$ cat src/rtl/i2c_sl_pkg.sv
package i2c_sl_pkg;
  typedef enum logic [2:0] {
    ST_IDLE, ST_RX, ST_ACKO, ST_TX, ST_ACKI, ST_IGN
  } st_t;
  typedef enum logic [1:0] {K_ADDR, K_PTR, K_DATA} kind_t;
endpackage

$ cat src/rtl/i2c_sl_sync.sv
module i2c_sl_sync #(
  parameter int STAGES = 2
) (
  input  logic clk,
  input  logic rst,
  input  logic scl_i,
  input  logic sda_i,
  output logic scl_s,
  output logic sda_s,
  output logic scl_rise,
  output logic scl_fall,
  output logic start_det,
  output logic stop_det
);
  logic [STAGES-1:0] scl_pipe, sda_pipe;
  logic scl_q, sda_q;

  always_ff @(posedge clk) begin
    if (rst) begin
      scl_pipe <= '1;
      sda_pipe <= '1;
      scl_q    <= 1'b1;
      sda_q    <= 1'b1;
    end else begin
      scl_pipe <= {scl_pipe[STAGES-2:0], scl_i};
      sda_pipe <= {sda_pipe[STAGES-2:0], sda_i};
      scl_q    <= scl_pipe[STAGES-1];
      sda_q    <= sda_pipe[STAGES-1];
    end
  end

  assign scl_s     = scl_pipe[STAGES-1];
  assign sda_s     = sda_pipe[STAGES-1];
  assign scl_rise  = scl_s & ~scl_q;
  assign scl_fall  = ~scl_s & scl_q;
  assign start_det = scl_s & scl_q & sda_q & ~sda_s;
  assign stop_det  = scl_s & scl_q & ~sda_q & sda_s;
endmodule

$ cat src/rtl/i2c_sl_addr.sv
module i2c_sl_addr #(
  parameter logic [6:0] FIXED_ADDR = 7'h51,
  parameter logic [6:0] PROG_RST   = 7'h3C
) (
  input  logic       clk,
  input  logic       rst,
  input  logic       addr_sel,
  input  logic       upd_en,
  input  logic [6:0] upd_val,
  input  logic [6:0] rx_addr,
  output logic       addr_hit
);
  logic       sel_q;
  logic [6:0] prog_q;

  always_ff @(posedge clk) begin
    if (rst) begin
      sel_q  <= 1'b0;
      prog_q <= PROG_RST;
    end else begin
      sel_q <= addr_sel;
      if (upd_en) prog_q <= upd_val;
    end
  end

  assign addr_hit = (rx_addr == (sel_q ? prog_q : FIXED_ADDR));
endmodule

$ cat src/rtl/i2c_addr_slave.sv
module i2c_addr_slave
  import i2c_sl_pkg::*;
#(
  parameter logic [6:0] FIXED_ADDR  = 7'h51,
  parameter logic [6:0] PROG_RST    = 7'h3C,
  parameter logic [7:0] REG_LOC     = 8'h9F,
  parameter int         SYNC_STAGES = 2
) (
  input  logic       clk,
  input  logic       rst,
  input  logic       scl_i,
  input  logic       sda_i,
  output logic       sda_drive_low,
  input  logic       addr_sel,
  input  logic       mem_busy,
  output logic [7:0] mem_addr,
  output logic       mem_wr_en,
  output logic [7:0] mem_wr_data,
  output logic       mem_rd_en,
  input  logic [7:0] mem_rd_data
);
  localparam int BW = 8;
  localparam int CW = $clog2(BW);
  localparam logic [CW-1:0] LAST_BIT = CW'(BW - 1);

  logic scl_s, sda_s, scl_rise, scl_fall, start_det, stop_det;
  logic addr_hit;
  st_t   state_q;
  kind_t kind_q;
  logic [CW-1:0] bitcnt_q;
  logic          byte_done_q, rw_q, got_ack_q, rd_pend_q, sda_low_q;
  logic [BW-1:0] sh_q, tx_q, ptr_q;
  logic [7:0]    addr_q, wdata_q;
  logic          we_q, re_q;

  i2c_sl_sync #(.STAGES(SYNC_STAGES)) u_sync (
    .clk(clk), .rst(rst), .scl_i(scl_i), .sda_i(sda_i),
    .scl_s(scl_s), .sda_s(sda_s), .scl_rise(scl_rise), .scl_fall(scl_fall),
    .start_det(start_det), .stop_det(stop_det)
  );

  i2c_sl_addr #(.FIXED_ADDR(FIXED_ADDR), .PROG_RST(PROG_RST)) u_addr (
    .clk(clk), .rst(rst), .addr_sel(addr_sel),
    .upd_en(we_q && (addr_q == REG_LOC)), .upd_val(wdata_q[7:1]),
    .rx_addr(sh_q[7:1]), .addr_hit(addr_hit)
  );

  always_ff @(posedge clk) begin
    if (rst) begin
      state_q     <= ST_IDLE;
      kind_q      <= K_ADDR;
      bitcnt_q    <= '0;
      byte_done_q <= 1'b0;
      rw_q        <= 1'b0;
      got_ack_q   <= 1'b0;
      rd_pend_q   <= 1'b0;
      sda_low_q   <= 1'b0;
      sh_q        <= '0;
      tx_q        <= '0;
      ptr_q       <= '0;
      addr_q      <= '0;
      wdata_q     <= '0;
      we_q        <= 1'b0;
      re_q        <= 1'b0;
    end else begin
      we_q      <= 1'b0;
      re_q      <= 1'b0;
      rd_pend_q <= re_q;
      if (rd_pend_q) tx_q <= mem_rd_data;
      if (start_det) begin
        state_q     <= ST_RX;
        kind_q      <= K_ADDR;
        bitcnt_q    <= '0;
        byte_done_q <= 1'b0;
        sda_low_q   <= 1'b0;
      end else if (stop_det) begin
        state_q   <= ST_IDLE;
        sda_low_q <= 1'b0;
      end else begin
        case (state_q)
          ST_RX: begin
            if (scl_rise) begin
              sh_q     <= {sh_q[BW-2:0], sda_s};
              bitcnt_q <= bitcnt_q + 1'b1;
              if (bitcnt_q == LAST_BIT) byte_done_q <= 1'b1;
            end else if (scl_fall && byte_done_q) begin
              byte_done_q <= 1'b0;
              bitcnt_q    <= '0;
              case (kind_q)
                K_ADDR: begin
                  if (addr_hit && !mem_busy) begin
                    rw_q      <= sh_q[0];
                    sda_low_q <= 1'b1;
                    state_q   <= ST_ACKO;
                    if (sh_q[0]) begin
                      re_q   <= 1'b1;
                      addr_q <= ptr_q;
                    end
                  end else begin
                    state_q <= ST_IGN;
                  end
                end
                K_PTR: begin
                  ptr_q     <= sh_q;
                  sda_low_q <= 1'b1;
                  state_q   <= ST_ACKO;
                end
                default: begin
                  we_q      <= 1'b1;
                  addr_q    <= ptr_q;
                  wdata_q   <= sh_q;
                  ptr_q     <= ptr_q + 1'b1;
                  sda_low_q <= 1'b1;
                  state_q   <= ST_ACKO;
                end
              endcase
            end
          end
          ST_ACKO: begin
            if (scl_fall) begin
              if (kind_q == K_ADDR && rw_q) begin
                sda_low_q <= ~tx_q[BW-1];
                bitcnt_q  <= '0;
                state_q   <= ST_TX;
              end else begin
                sda_low_q <= 1'b0;
                state_q   <= ST_RX;
                kind_q    <= (kind_q == K_ADDR) ? K_PTR : K_DATA;
              end
            end
          end
          ST_TX: begin
            if (scl_fall) begin
              if (bitcnt_q == LAST_BIT) begin
                sda_low_q <= 1'b0;
                got_ack_q <= 1'b0;
                state_q   <= ST_ACKI;
              end else begin
                sda_low_q <= ~tx_q[BW-2];
                tx_q      <= {tx_q[BW-2:0], 1'b0};
                bitcnt_q  <= bitcnt_q + 1'b1;
              end
            end
          end
          ST_ACKI: begin
            if (scl_rise) begin
              if (sda_s) begin
                state_q <= ST_IGN;
              end else begin
                got_ack_q <= 1'b1;
                ptr_q     <= ptr_q + 1'b1;
                re_q      <= 1'b1;
                addr_q    <= ptr_q + 1'b1;
              end
            end else if (scl_fall && got_ack_q) begin
              sda_low_q <= ~tx_q[BW-1];
              bitcnt_q  <= '0;
              state_q   <= ST_TX;
            end
          end
          default: ;
        endcase
      end
    end
  end

  assign sda_drive_low = sda_low_q;
  assign mem_addr      = addr_q;
  assign mem_wr_en     = we_q;
  assign mem_wr_data   = wdata_q;
  assign mem_rd_en     = re_q;
endmodule

$ cat config.mk
export PLATFORM = sky130hd
export DESIGN_NAME = i2c_addr_slave
export DESIGN_NICKNAME = d
export VERILOG_FILES = /design/src/rtl/i2c_sl_pkg.sv /design/src/rtl/i2c_sl_sync.sv /design/src/rtl/i2c_sl_addr.sv /design/src/rtl/i2c_addr_slave.sv
export SDC_FILE = /design/constraint.sdc
export NUM_CORES = 1
export LEC_CHECK = 0
export ABC_AREA = 1
export BUFFER_PORTS_ARGS = -buffer_cell sky130_fd_sc_hd__buf_2
export CAP_MARGIN = 20
export CORE_MARGIN = 4
export CORE_UTILIZATION = 63
export CTS_CLUSTER_SIZE = 14
export DETAILED_ROUTE_END_ITERATION = 7
export PLACE_DENSITY_LB_ADDON = 0.12
export SLEW_MARGIN = 30
export SYNTH_ARGS = -nofsm -noshare
export SYNTH_HDL_FRONTEND = slang
export SYNTH_SLANG_ARGS = --single-unit
$ cat constraint.sdc
create_clock -name clk -period 3.4 [get_ports clk]
set_input_delay 0.68 -clock clk [delete_from_list [all_inputs] [get_ports clk]]
set_output_delay 0.68 -clock clk [all_outputs]
set_load 0.05 [all_outputs]
==> metrics.csv <==
metric,value,unit
outcome,"finished, final reports clean",
synthCells,515,
clockRootBuffer,clkbuf_8,
critPathMostFrequentCell,inv_2,
muxShareOfSynthArea,0.5722,%
drtIter0Drc,224,
synth.cell_area,0.003498,sq mm
final_common_cell,nand2_1,
vias_per_cell,5.367,
syn2layout_area_growth,11.44,%
start_util,66.79,%
post-route-util,74.44,%
cp_cell_sequence,inv_2 > nand3_2 > inv_2 > o21ai_4 > nand3_4 > nor2_2 > inv_1 > o21ai_0 > a21oi_1,
diodes,0,
final_cells,618,
arrival,2.34,ns
final_cell_mix,"nand2_1, nor2_1, dfxtp_1",
cellPowerDensity,717.3,mW/mm^2
synth-seq-area-share,39.48,%
worstSetupPathType,reg2reg,
cts_max_level,3,
holdWs,0.4143,ns
rsz0062_at_grt,false,
fmax,0.4745,GHz
die_y,82.52,um
dp_slack,1.261,ns
dpl.hpwl,5909,um
max_stage_delay,0.43,ns
fin_area,0.003899,sq mm
clkLatencyLatePin,0.35,ns
hold_buffers,0,
core-area,0.005238,sq mm
place_inst,602,
num_vias,3317,
finalSetupViolCount,0,
vdd_ir_drop_max,0.0005699,V
clk_pin_slew,0.08,ns
ios,33,
r2r_cells,9,
antenna_found_initial,0,
synthSimpleGateAreaFrac,30.87,%
cts_tree,yes,
synth_compound_area_share,16.77,%
p_leak,1.789,nW
p_total,2.796,mW
ys_ff_latch,69,
slew-limit-headroom,51.93,%
dr.pass1.iters,6,
yosysTopAreaCellShare,39.48,%
layout.filler_cells,457,
die-area,0.006810,sq mm
critPathMaxFanout,15,
cts_resized,0,
ys_top_cells_by_area,"dfxtp_1, nand2_1, nor2_1, o21ai_0, inv_1",
ys_warn_count,0,
layout_setup_ws,1.293,ns
cts_buffers,9,
drive_gt1_share,15.15,%
hold_viol_final,0,
ys_types,33,
route.antenna.remaining_nets,0,
min_period_over_period,61.99,%
min_path_type,reg2reg,
route.detailed.drc,0,
wire_per_inst,12.98,um
synth_top_family_by_area,simple AND/OR/NAND/NOR gates,
place.gp.congestion,1.009,
avgSynthCellArea,6.793,sq um
synth_fa_ha_area_share,1.073,%
tightest_slew,0.7203,ns
fin_crit,2.108,ns
nNetsFinal,560,
grt_overflow_total,0,
fp-row-count,26,
post_cts_buffers,0,
grt_pass1_vias,2915,
worst_path_max_delay_cell,dfxtp_1,
fin_skew,0.01361,ns
postPlaceCellArea,0.003666,sq mm
drv_slew,0,
synth_area_leader_cell,dfxtp_1,
setup_tns,0,ns
grt_max_degree,30,
synth_fp_nets,532,
worst_ep_required_time,3.63,ns
whs_path_depth,1,
track_usage,25.47,%
endpoint_kind,flip-flop,
port_buffers,32,
cts_buffer_depth,2,
die_width,82.52,um
synth_xor_area_share,1.001,%
grt_pass1_wl,13120,um
start_kind,flip-flop,
cts_sinks,69,
wl,8024,um
cap_violations,0,
-- layer usage --
| layer | GRT usage (%) | part of all wire [%] |
|---|---|---|
| met5 | 0 | 0 |
| met4 | 11.93 | 2.3 |
| met3 | 5.748 | 5.5 |
| met2 | 43.11 | 49 |
| met1 | 30.56 | 44 |
-- critical path: cells and delay by family, from the launching register on --
family	cells	cell delay (ns)
DFF	1	0.43
buffers and inverters	3	0.46
AOI/OAI and AO/OA	3	0.36
and+or+nand+nor	3	0.75
-- logic make-up after synthesis --
kind of cell | after synthesis
xor+xnor | 4
fa+ha+maj | 3
compound gates | 108
simple gates | 241
mux | 2
buf+inv | 88
flops | 69
-- cell type report --
type	count	area [sq um]	area share, %
repair buffers	33	167.7	4.300
multi-input cells	358	1759	45.12
clock inverters	5	81.33	2.086
well taps	70	87.58	2.246
flip-flops and latches	69	1381	35.43
clock buffers	11	151.4	3.883
inverters	72	270.3	6.932
-- final timing paths --
| path | startpoint | endpoint | slack [ns] |
|---|---|---|---|
| max | state_q[0]$_SDFFE_PP0P_ | ptr_q[0]$_SDFFE_PP0P_ | 1.29 |
| min | u_sync.sda_pipe[0]$_SDFF_PP1_ | u_sync.sda_pipe[1]$_SDFF_PP1_ | 0.41 |
| max reg2reg | state_q[0]$_SDFFE_PP0P_ | ptr_q[0]$_SDFFE_PP0P_ | 1.29 |
| min reg2reg | u_sync.sda_pipe[0]$_SDFF_PP1_ | u_sync.sda_pipe[1]$_SDFF_PP1_ | 0.41 |
-- sequential cells by signal (all words and copies together), names as in the netlist --
signal           cells
ptr_q                8
u_addr.prog_q        7
tx_q                 8
kind_q               2
got_ack_q            1
byte_done_q          1
rd_pend_q            1
sda_drive_low        1
u_sync.scl_pipe      2
state_q              3
rw_q                 1
mem_rd_en            1
u_sync.sda_pipe      2
mem_wr_en            1
u_sync.scl_q         1
bitcnt_q             3
sh_q                 8
u_addr.sel_q         1
u_sync.sda_q         1
mem_wr_data          8
mem_addr             8
-- where the power goes --
part / internal [mW] / switching (mW)
Clock: 0.454 / 0.319
Sequential: 0.912 / 0.0901
Combinational: 0.306 / 0.714
Total: 1.67 / 1.12
-- cell usage after synthesis --
cell type / instances
nand3_2: 4
nor2_2: 4
a211oi_2: 2
or2_2: 4
mux2i_1: 2
nor2_1: 72
inv_2: 10
nand2_2: 4
xnor2_1: 1
nor2_8: 1
inv_1: 61
nand2_1: 107
o21ai_1: 3
buf_2: 1
o21ai_4: 1
ha_1: 3
nor2_4: 3
a21oi_1: 40
nand3_4: 1
o21ai_0: 54
xor2_1: 3
nor3_1: 5
nand3b_1: 3
clkinv_1: 1
nand4_1: 5
a211oi_1: 1
o211ai_1: 7
nand3_1: 27
buf_4: 5
nor3b_1: 1
dfxtp_1: 69
clkbuf_1: 9
buf_6: 1
Note: power is estimated with default switching activity, not from simulation.
